[config.mk]
export PLATFORM = sky130hd
export DESIGN_NAME = pcache
export DESIGN_NICKNAME = d
export VERILOG_FILES = /design/src/rtl/pcache_pkg.sv /design/src/rtl/pcache_dp.sv /design/src/rtl/pcache_ctrl.sv /design/src/rtl/pcache.sv
export SDC_FILE = /design/constraint.sdc
export NUM_CORES = 2
export LEC_CHECK = 0
export BUFFER_PORTS_ARGS = -buffer_cell sky130_fd_sc_hd__buf_2
export CAP_MARGIN = 20
export CORE_MARGIN = 8
export CORE_UTILIZATION = 40
export CTS_BUF_LIST = sky130_fd_sc_hd__clkbuf_8
export CTS_CLUSTER_DIAMETER = 60
export DETAILED_ROUTE_END_ITERATION = 7
export GPL_TIMING_DRIVEN = 0
export PLACE_DENSITY = 0.6
export SLEW_MARGIN = 25
export SYNTH_ARGS = -nofsm -noshare
export SYNTH_HDL_FRONTEND = slang
export SYNTH_SLANG_ARGS = --single-unit
[constraint.sdc]
create_clock -name clk -period 15.15 [get_ports clk]
set_clock_uncertainty 0.1 [all_clocks]
set_input_delay 1.515 -clock clk [delete_from_list [all_inputs] [get_ports clk]]
set_output_delay 1.515 -clock clk [all_outputs]
set_load 0.02 [all_outputs]
[src/rtl/pcache_pkg.sv]
package pcache_pkg;

  typedef enum logic [2:0] {
    ST_IDLE,
    ST_LOOK,
    ST_NEXT,
    ST_WB,
    ST_FILL
  } state_t;

  // strobes from control to datapath
  typedef struct packed {
    logic latch;     // capture request, clear counters
    logic hitOp;     // perform store on hit line
    logic setMiss;   // remember that a fill was needed
    logic wordStep;  // advance sub-word counter
    logic fillWrite; // write fill byte
    logic lineDone;  // mark group line valid and clean
    logic wbSel;     // memory address from write-back path
  } strobe_t;

endpackage

[src/rtl/pcache_dp.sv]
module pcache_dp
  import pcache_pkg::*;
#(
  parameter int LINES = 16,
  parameter int WORDS = 4,
  parameter int AW    = 16,
  localparam int LW   = $clog2(LINES),
  localparam int WW   = $clog2(WORDS),
  localparam int VSW  = $clog2(LW + 1),
  localparam int SW   = $clog2(AW)
) (
  input  logic           clk,
  input  logic           rstN,
  input  strobe_t        stb,
  input  logic           reqWrite,
  input  logic [AW-1:0]  reqAddr,
  input  logic [7:0]     reqWdata,
  input  logic [LW-1:0]  reqPline,
  input  logic [WW-1:0]  reqPword,
  input  logic [LW-1:0]  cfgStart,
  input  logic [VSW-1:0] cfgVsLog2,
  input  logic [SW-1:0]  cfgStLog2,
  input  logic [7:0]     memRdata,
  output logic           hit,
  output logic           lineDirty,
  output logic           lastWord,
  output logic           lastLine,
  output logic           respHit,
  output logic [7:0]     respRdata,
  output logic [AW-1:0]  memAddr,
  output logic [7:0]     memWdata
);

  logic [7:0]    dataArr [LINES][WORDS];
  logic [AW-1:0] tagArr  [LINES];
  logic [LINES-1:0] validArr, dirtyArr;

  logic          aWrite;
  logic [AW-1:0] aAddr, grpBase;
  logic [7:0]    aWdata;
  logic [LW-1:0] aStart, aPline;
  logic [WW-1:0] aPword;
  logic [VSW-1:0] aVs;
  logic [SW-1:0] aSt;
  logic [LW:0]   gCnt;
  logic [WW-1:0] jCnt;
  logic          missSeen;

  // group offset of the requested line, measured in sub-words
  logic [LW-1:0] reqOff;
  logic [AW-1:0] reqBase;
  assign reqOff  = reqPline & ((LW'(1) << cfgVsLog2) - LW'(1));
  assign reqBase = reqAddr - (AW'({reqOff, reqPword}) << cfgStLog2);

  logic [LW-1:0] curLine, grpLine, lineG;
  assign curLine = aStart + aPline;
  assign grpLine = aStart + (aPline & ~((LW'(1) << aVs) - LW'(1)));
  assign lineG   = grpLine + gCnt[LW-1:0];

  logic [AW-1:0] wantTag, fillAddr, wbAddr, lineTag;
  assign wantTag  = aAddr - (AW'(aPword) << aSt);
  assign fillAddr = grpBase + (AW'({gCnt, jCnt}) << aSt);
  assign lineTag  = grpBase + (AW'({gCnt, {WW{1'b0}}}) << aSt);
  assign wbAddr   = tagArr[lineG] + (AW'(jCnt) << aSt);

  assign hit       = validArr[curLine] && (tagArr[curLine] == wantTag);
  assign lineDirty = validArr[lineG] && dirtyArr[lineG];
  assign lastWord  = (jCnt == WW'(WORDS - 1));
  assign lastLine  = (gCnt == (((LW+1)'(1) << aVs) - (LW+1)'(1)));
  assign respHit   = !missSeen;
  assign respRdata = dataArr[curLine][aPword];
  assign memAddr   = stb.wbSel ? wbAddr : fillAddr;
  assign memWdata  = dataArr[lineG][jCnt];

  always_ff @(posedge clk) begin
    if (stb.latch) begin
      aWrite  <= reqWrite;
      aAddr   <= reqAddr;
      aWdata  <= reqWdata;
      aStart  <= cfgStart;
      aPline  <= reqPline;
      aPword  <= reqPword;
      aVs     <= cfgVsLog2;
      aSt     <= cfgStLog2;
      grpBase <= reqBase;
    end
    if (stb.fillWrite) dataArr[lineG][jCnt] <= memRdata;
    if (stb.hitOp && aWrite) dataArr[curLine][aPword] <= aWdata;
    if (stb.lineDone) tagArr[lineG] <= lineTag;
  end

  always_ff @(posedge clk) begin
    if (!rstN) begin
      validArr <= '0;
      dirtyArr <= '0;
      gCnt     <= '0;
      jCnt     <= '0;
      missSeen <= 1'b0;
    end else begin
      if (stb.latch) begin
        gCnt     <= '0;
        jCnt     <= '0;
        missSeen <= 1'b0;
      end
      if (stb.setMiss) missSeen <= 1'b1;
      if (stb.wordStep) jCnt <= lastWord ? '0 : jCnt + WW'(1);
      if (stb.lineDone) begin
        validArr[lineG] <= 1'b1;
        dirtyArr[lineG] <= 1'b0;
        gCnt            <= gCnt + (LW+1)'(1);
      end
      if (stb.hitOp && aWrite) dirtyArr[curLine] <= 1'b1;
    end
  end

endmodule

[src/rtl/pcache_ctrl.sv]
module pcache_ctrl
  import pcache_pkg::*;
(
  input  logic    clk,
  input  logic    rstN,
  input  logic    reqValid,
  input  logic    hit,
  input  logic    lineDirty,
  input  logic    lastWord,
  input  logic    lastLine,
  input  logic    memAck,
  output logic    reqReady,
  output logic    respValid,
  output logic    memReq,
  output logic    memWe,
  output strobe_t stb
);

  state_t state, stateNxt;

  always_comb begin
    stateNxt = state;
    stb      = '0;
    case (state)
      ST_IDLE: if (reqValid) begin
        stb.latch = 1'b1;
        stateNxt  = ST_LOOK;
      end
      ST_LOOK: begin
        if (hit) begin
          stb.hitOp = 1'b1;
          stateNxt  = ST_IDLE;
        end else begin
          stb.setMiss = 1'b1;
          stateNxt    = ST_NEXT;
        end
      end
      ST_NEXT: stateNxt = lineDirty ? ST_WB : ST_FILL;
      ST_WB: begin
        stb.wbSel = 1'b1;
        if (memAck) begin
          stb.wordStep = 1'b1;
          if (lastWord) stateNxt = ST_FILL;
        end
      end
      ST_FILL: if (memAck) begin
        stb.wordStep  = 1'b1;
        stb.fillWrite = 1'b1;
        if (lastWord) begin
          stb.lineDone = 1'b1;
          stateNxt     = lastLine ? ST_LOOK : ST_NEXT;
        end
      end
      default: stateNxt = ST_IDLE;
    endcase
  end

  assign reqReady  = (state == ST_IDLE);
  assign respValid = (state == ST_LOOK) && hit;
  assign memReq    = (state == ST_WB) || (state == ST_FILL);
  assign memWe     = (state == ST_WB);

  always_ff @(posedge clk) begin
    if (!rstN) state <= ST_IDLE;
    else       state <= stateNxt;
  end

endmodule

[src/rtl/pcache.sv]
module pcache
  import pcache_pkg::*;
#(
  parameter int LINES = 16,
  parameter int WORDS = 4,
  parameter int AW    = 16,
  localparam int LW   = $clog2(LINES),
  localparam int WW   = $clog2(WORDS),
  localparam int VSW  = $clog2(LW + 1),
  localparam int SW   = $clog2(AW)
) (
  input  logic           clk,
  input  logic           rstN,
  input  logic           reqValid,
  output logic           reqReady,
  input  logic           reqWrite,
  input  logic [AW-1:0]  reqAddr,
  input  logic [7:0]     reqWdata,
  input  logic [LW-1:0]  reqPline,
  input  logic [WW-1:0]  reqPword,
  input  logic [LW-1:0]  cfgStart,
  input  logic [VSW-1:0] cfgVsLog2,
  input  logic [SW-1:0]  cfgStLog2,
  output logic           respValid,
  output logic           respHit,
  output logic [7:0]     respRdata,
  output logic           memReq,
  output logic           memWe,
  output logic [AW-1:0]  memAddr,
  output logic [7:0]     memWdata,
  input  logic           memAck,
  input  logic [7:0]     memRdata
);

  strobe_t stb;
  logic hit, lineDirty, lastWord, lastLine;

  pcache_ctrl u_ctrl (
    .clk(clk), .rstN(rstN), .reqValid(reqValid), .hit(hit),
    .lineDirty(lineDirty), .lastWord(lastWord), .lastLine(lastLine),
    .memAck(memAck), .reqReady(reqReady), .respValid(respValid),
    .memReq(memReq), .memWe(memWe), .stb(stb)
  );

  pcache_dp #(.LINES(LINES), .WORDS(WORDS), .AW(AW)) u_dp (
    .clk(clk), .rstN(rstN), .stb(stb), .reqWrite(reqWrite),
    .reqAddr(reqAddr), .reqWdata(reqWdata), .reqPline(reqPline),
    .reqPword(reqPword), .cfgStart(cfgStart), .cfgVsLog2(cfgVsLog2),
    .cfgStLog2(cfgStLog2), .memRdata(memRdata), .hit(hit),
    .lineDirty(lineDirty), .lastWord(lastWord), .lastLine(lastLine),
    .respHit(respHit), .respRdata(respRdata), .memAddr(memAddr),
    .memWdata(memWdata)
  );

endmodule

; ---- After elaboration in Yosys (flattened, before gate mapping)
; Memory sizes are Yosys's and may differ from the RTL's.
; Index checks and enable logic that the tools add are counted.
[op_classes]
order_cmp = 8
bitwise_logic = 9
n_reduce_logical = 16
n_eq_ne = 12
addsub = 13
shifts = 8
mux = 60
[ops]
columns = cell, n
row1 = 32-bit 2-to-1 mux, 4
row2 = 16-bit 2-to-1 mux, 4
row3 = 16-bit adder, 3
row4 = 8-bit 2-to-1 mux, 6
row5 = 8-bit binary-select mux with 2-bit select, 2
row6 = 8-bit demux with 2-bit select, 2
row7 = 16-bit bitwise OR, 2
row8 = 32-bit OR reduction, 1
row9 = 2-bit by 4-bit << shifter with 16-bit output, 2
row10 = 7-bit by 4-bit << shifter with 16-bit output, 2
row11 = 16-bit subtractor, 2
row12 = 3-bit 2-to-1 mux, 7
row13 = 1-bit 2-to-1 mux, 18
row14 = 16-bit bitwise AND, 1
row15 = 16-bit equality test, 1
row16 = 16-bit NOT, 1
row17 = 6-bit by 4-bit << shifter with 16-bit output, 1
row18 = 3-bit one-hot mux with 5 select lines, 1
row19 = 2-bit 2-to-1 mux, 7
row20 = 4-bit adder, 3
row21 = 1-bit binary-select mux with 4-bit select, 3
row22 = 4-bit by 5-bit less-than comparator with 1-bit output (second input constant), 2
row23 = 5-bit 2-to-1 mux, 2
row24 = 4-bit bitwise AND, 2
row25 = other kinds (27), 47
[word_totals]
register_bits = 101
mem_bits_rw = 768
elab_cells = 143
inputBits = 54
memories = 2
[memory_table]
columns = memory, words, width, read_ports, rd_clocked_by_memory_dff, write_ports, line
row1 = u_dp.dataArr, 16, 32, 2, 0, 1, pcache_dp.sv:34  ; logic [7:0] dataArr [LINES][WORDS];
row2 = u_dp.tagArr, 16, 16, 2, 0, 1, pcache_dp.sv:35  ; logic [AW-1:0] tagArr [LINES];

; ---- Logic depth before layout (Yosys ltp)
[depth]
ltp_word = 16
mapped_depth = 27
depth_no_buf = 24

; ---- By module
; From an unflattened synthesis, not the netlist that was laid out.
[hier_totals]
hier_cells = 3489
area_unflattened_um2 = 50993.9
[by_module_without_submodules]
columns = module, area_each_um2, seq_area_each_um2, n_inst, cells_per_inst
row1 = pcache_dp, 50672.3, 25604.6, 1, 3448
row2 = pcache_ctrl, 321.6, 60.1, 1, 41

; ---- Worst setup path after synthesis
; OpenSTA, ideal clock, no wires.
[synth_path]
path_kind = register to output
startpoint = register u_dp.aVs[2]
endpoint = output port memAddr[14]
n_path_buf = 3
setup_slack_ns = 6.242
t_required_ns = 13.535
arrival_time_ns = 7.293
stages_incl_launch_ff = 28
path_cell_list = edfxtp_1 -> clkbuf_1 -> nor3_1 -> inv_1 -> ha_1 -> and2_1 -> fa_1 -> ha_1 -> fa_1 -> xnor2_1 -> xnor2_1 -> xor2_1 -> buf_1 -> buf_1 -> mux4_2 -> ha_1 -> fa_1 -> a21o_1 -> a21oi_1 -> o21bai_1 -> a21oi_1 -> nor2_1 -> o2111ai_1 -> nand3_1 -> o41ai_1 -> o21ai_0 -> xnor2_1 -> mux2i_1
[synth_via]
elab_chain_cells = 9
[synth_rtl]
columns = element, line
row1 = from (decl), pcache_dp.sv:43  ; logic [VSW-1:0] aVs;
row2 = from (signal assigned), pcache_dp.sv:83  ; aVs <= cfgVsLog2;
row3 = 1-bit by 3-bit << shifter with 4-bit output, pcache_dp.sv:57  ; assign grpLine = aStart + (aPline & ~((LW'(1) << aVs) - LW'(1)));
row4 = 4-bit by 1-bit subtractor with 4-bit output, pcache_dp.sv:57
row5 = 4-bit NOT, pcache_dp.sv:57
row6 = 4-bit bitwise AND, pcache_dp.sv:57
row7 = 4-bit adder, pcache_dp.sv:57
row8 = 4-bit adder, pcache_dp.sv:58  ; assign lineG = grpLine + gCnt[LW-1:0];
row9 = memory read 16 x 16 bit, n/a
row10 = 16-bit adder, pcache_dp.sv:64  ; assign wbAddr = tagArr[lineG] + (AW'(jCnt) << aSt);
row11 = 16-bit 2-to-1 mux, pcache_dp.sv:72  ; assign memAddr = stb.wbSel ? wbAddr : fillAddr;
row12 = to (decl), pcache.sv:29  ; output logic [AW-1:0] memAddr,
; No other way between the ends.

; ---- Worst setup path after layout
; Same ends and word-level chain as after synthesis.

==> impl_metrics.toml <==
[run_status]
status = "finished, final reports clean"

[detailed_routing]
route.antenna.remaining_nets = 0
routedWlPerCell_um = 31.2
detailedRoute.firstPassIterationCount = 8
route.vias.total = 29435
via_per_inst = 6.26
detailedRoute.firstIterationViolations = 3502
detail_route.wirelength_um = 147000
drt_drc_violations_left = 0

[sta]
clock.fmax_mhz = 83.7
worst_slew_margin_rel_pct = 12.1
slew_viol_final = 0
rsz_0062_raised_after_global_routing = "false"
finalSetupViolCount = 0
timing.final.hold_violations = 0
finalSetupTns_ns = 0
worst_hold_check_slack_ns = 0.378
post-route-period-util_pct = 78.9
period_minus_slack_ns = 11.95
tightest_slew_ns = 1.28

[cts]
ctsRootBufferMaster = "clkbuf_8"
cts.htree.levels = 4
cts.reportedPaths.clkPinSlew_ns = 0.06
clock_insertion_delay_worst_skew_ns = 0.84
clock_sink_count = 869
cts_setup_buffers = 0
cts_inserted_buffers = 149
ctsLongestPathBuffers = 3
cts_tree = "built"
postCtsHoldBufs = 0
resized_after_cts = 0

[power_and_ir_drop]
power.leakage_uw = 0.0167
p_int_uw = 5580
portion_of_total_power_attributed_to_sequential_cells_pct = 29.2
p_per_area_nw_per_um2 = 192
vdd.ir_drop.worst_mv = 0.153
clock_power_share_pct = 20.7
power.net_switching_uw = 4100
p_sw_share_pct = 42.4
comb_power_share_pct = 50.1

[layout]
area_growth_syn_to_fin_pct = 13.1
final_net_count = 3251
num-fill-cells = 9602
post_route_cells_drive_above_1_share_pct = 27.9
final_util_pct = 45.6

[synth]
synth_seq_area_share_pct = 57.5
yosys_register_bits = 869
yosysWarnings = 0
syn_inst = 2825
async_flop_share_pct = 0
netlist_area_um2 = 44600
syn-num-nets = 2976
synth_top_flop_cell = "edfxtp_1"
postSynthAreaPerCell_um2 = 15.8
synth_cell_types = 71
synth_edf_count = 826

[setup_path]
timing.setup.critical_path_class = "flip-flop to output pin"
critPathSlowestCell = "clkbuf_1"
worst_setup_path_start_kind = "flip-flop"
worst_ep_arrival_time_ns = 10.34
critical_path_required_ns = 13.54
crit_path_max_incr_delay_ns = 0.84
critical_path.n_buffers_inverters = 7
end_kind = "output pin"
worst_path_dominant_cell_family = "buffers and inverters"
critical_path.max_fanout = 10

[grt]
antenna_found_initial = 5
track_usage_pct = 23.6
wire_length_of_the_first_global_routing_pass_um = 210000
grt_start_max_net_pins = 65
first_global_vias = 29775
globalRouteOverflowTotal = 0

[floorplanning]
fp.dieW_um = 350
chip_height_um = 350
floorplan.die_area_um2 = 123000
initial_utilization_pct = 40.3
floorplan.core_area_um2 = 111000
ios = 91
placement_rows = 122

[min_path]
holdCritPathClass = "flip-flop to flip-flop"

[place]
detailed_place_hpwl_um = 108000
gp_routability_congestion = 0.926
i_o_buffers = 90

[run]
cap_violations = 0
==> synthesized netlist by cell type (all sizes together) (5+ instances only) <==
library cell	instances	share of area, %
edfxtp	826	56
mux4	445	22
nand2	252	2.1
nor2	211	1.8
clkbuf	109	0.92
ha	87	2.4
a21oi	81	0.91
nand3	80	0.90
buf	74	0.80
o21ai	72	0.81
xnor2	55	1.1
inv	48	0.40
mux2i	47	1.1
dfxtp	43	1.9
nor3	31	0.35
a311oi	28	0.55
a31oi	27	0.43
o21a	26	0.44
a21boi	25	0.42
xor2	24	0.47
and3	23	0.32
nor2b	22	0.31
nand2b	17	0.24
mux2	16	0.40
a21o	13	0.22
and2	13	0.18
or2	12	0.17
nand4	11	0.15
fa	10	0.45
o22ai	10	0.14
o31ai	8	0.13
or3	8	0.11
o211ai	7	0.12
nor4	6	0.084
nand4b	5	0.098
nor3b	5	0.084
==> cell families after synthesis <==
group	share of synthesized area (%)
simple gates	7.14
flops	57.5
fa+ha+maj	2.89
buf+inv	2.12
xor+xnor	1.65
compound gates	4.81
mux	23.9
==> per-layer routing <==
metal	routed length (um)	vias up	global-route usage, %
li1	-	11998	-
met1	54100	15337	29.5
met2	70400	1718	38.4
met3	14000	380	5.86
met4	8150	2	11.9
met5	13	-	0
==> area by class of cell <==
type                    instances  area (um2)  area share [%]
inverters                      48         183           0.362
diodes                          4        10.0          0.0198
clock buffers                 154        2120            4.20
plain buffers                 183         797            1.58
clock inverters               105         614            1.22
multi-input cells            1725       18300            36.3
flip-flops and latches        869       25700            50.8
repair buffers                124         943            1.87
well taps                    1488        1860            3.69
==> registers in the layout, summed over array words and instances, names as in the netlist <==
signal,count
u_dp.missSeen,1
u_dp.aWdata,8
u_dp.grpBase,16
u_dp.gCnt,5
u_dp.validArr,16
u_dp.aVs,3
u_dp.aStart,4
u_dp.aPline,4
u_dp.dataArr,512
u_dp.aSt,4
u_dp.aWrite,1
u_dp.aAddr,16
u_dp.dirtyArr,16
u_dp.jCnt,2
u_ctrl.state,3
u_dp.aPword,2
u_dp.tagArr,256
==> through the flow <==
stage	instance area [um2]	cells	setup WS, ns	total power (uW)
2_1_floorplan	44600	2825	6.24	5800
3_3_place_gp	47000	4403	3.76	7570
3_5_place_dp	47700	4436	4.07	7650
4_1_cts	50400	4695	3.17	9650
5_1_grt	50500	4698	2.69	10000
6_report	50500	4700	3.20	9690
==> worst min-delay path: stages (launching register included) <==
cell      delay (ns)
dfxtp_1         0.31
nand2b_1        0.06
a21boi_1        0.05
==> path summary, 6_finish.rpt <==
check | startpoint | slack (ns) | to | cells past startpoint
worst min register to register | u_dp.dirtyArr[3] | 0.38 | u_dp.dirtyArr[3] | 2
worst min-delay path | u_dp.dirtyArr[3] | 0.38 | u_dp.dirtyArr[3] | 2
worst max-delay path | u_dp.aVs[2] | 3.20 | memAddr[14] | 27
worst max register to register | u_dp.aPline[0] | 7.43 | u_dp.dataArr[1][12] | 15
==> cell usage in the layout, fill, tap and decap left out, types with 16 or more instances in the layout <==
master	instances
nand2b_1	17
nor3_1	25
mux2i_1	38
o21ai_0	71
inv_1	92
nand3_1	80
edfxtp_1	826
clkbuf_2	16
a21oi_1	80
nor2b_1	22
mux4_2	445
ha_1	87
buf_4	17
buf_2	129
xnor2_1	45
a311oi_1	28
xor2_1	22
nand2_1	252
a21boi_1	16
clkbuf_8	154
clkbuf_1	98
dfxtp_1	43
and3_1	23
buf_1	23
clkinv_1	27
nor2_1	199
a31oi_1	23
o21a_1	26
==> power groups by stage <==
stage          logic [uW]  clock network (uW)  registers, uW
2_1_floorplan        2960                   0           2840
3_3_place_gp         4680                   0           2880
3_5_place_dp         4770                   0           2880
4_1_cts              4790                2030           2830
5_1_grt              5040                2130           2830
6_report             4860                2010           2830
Power figures use the tool's default switching activity.
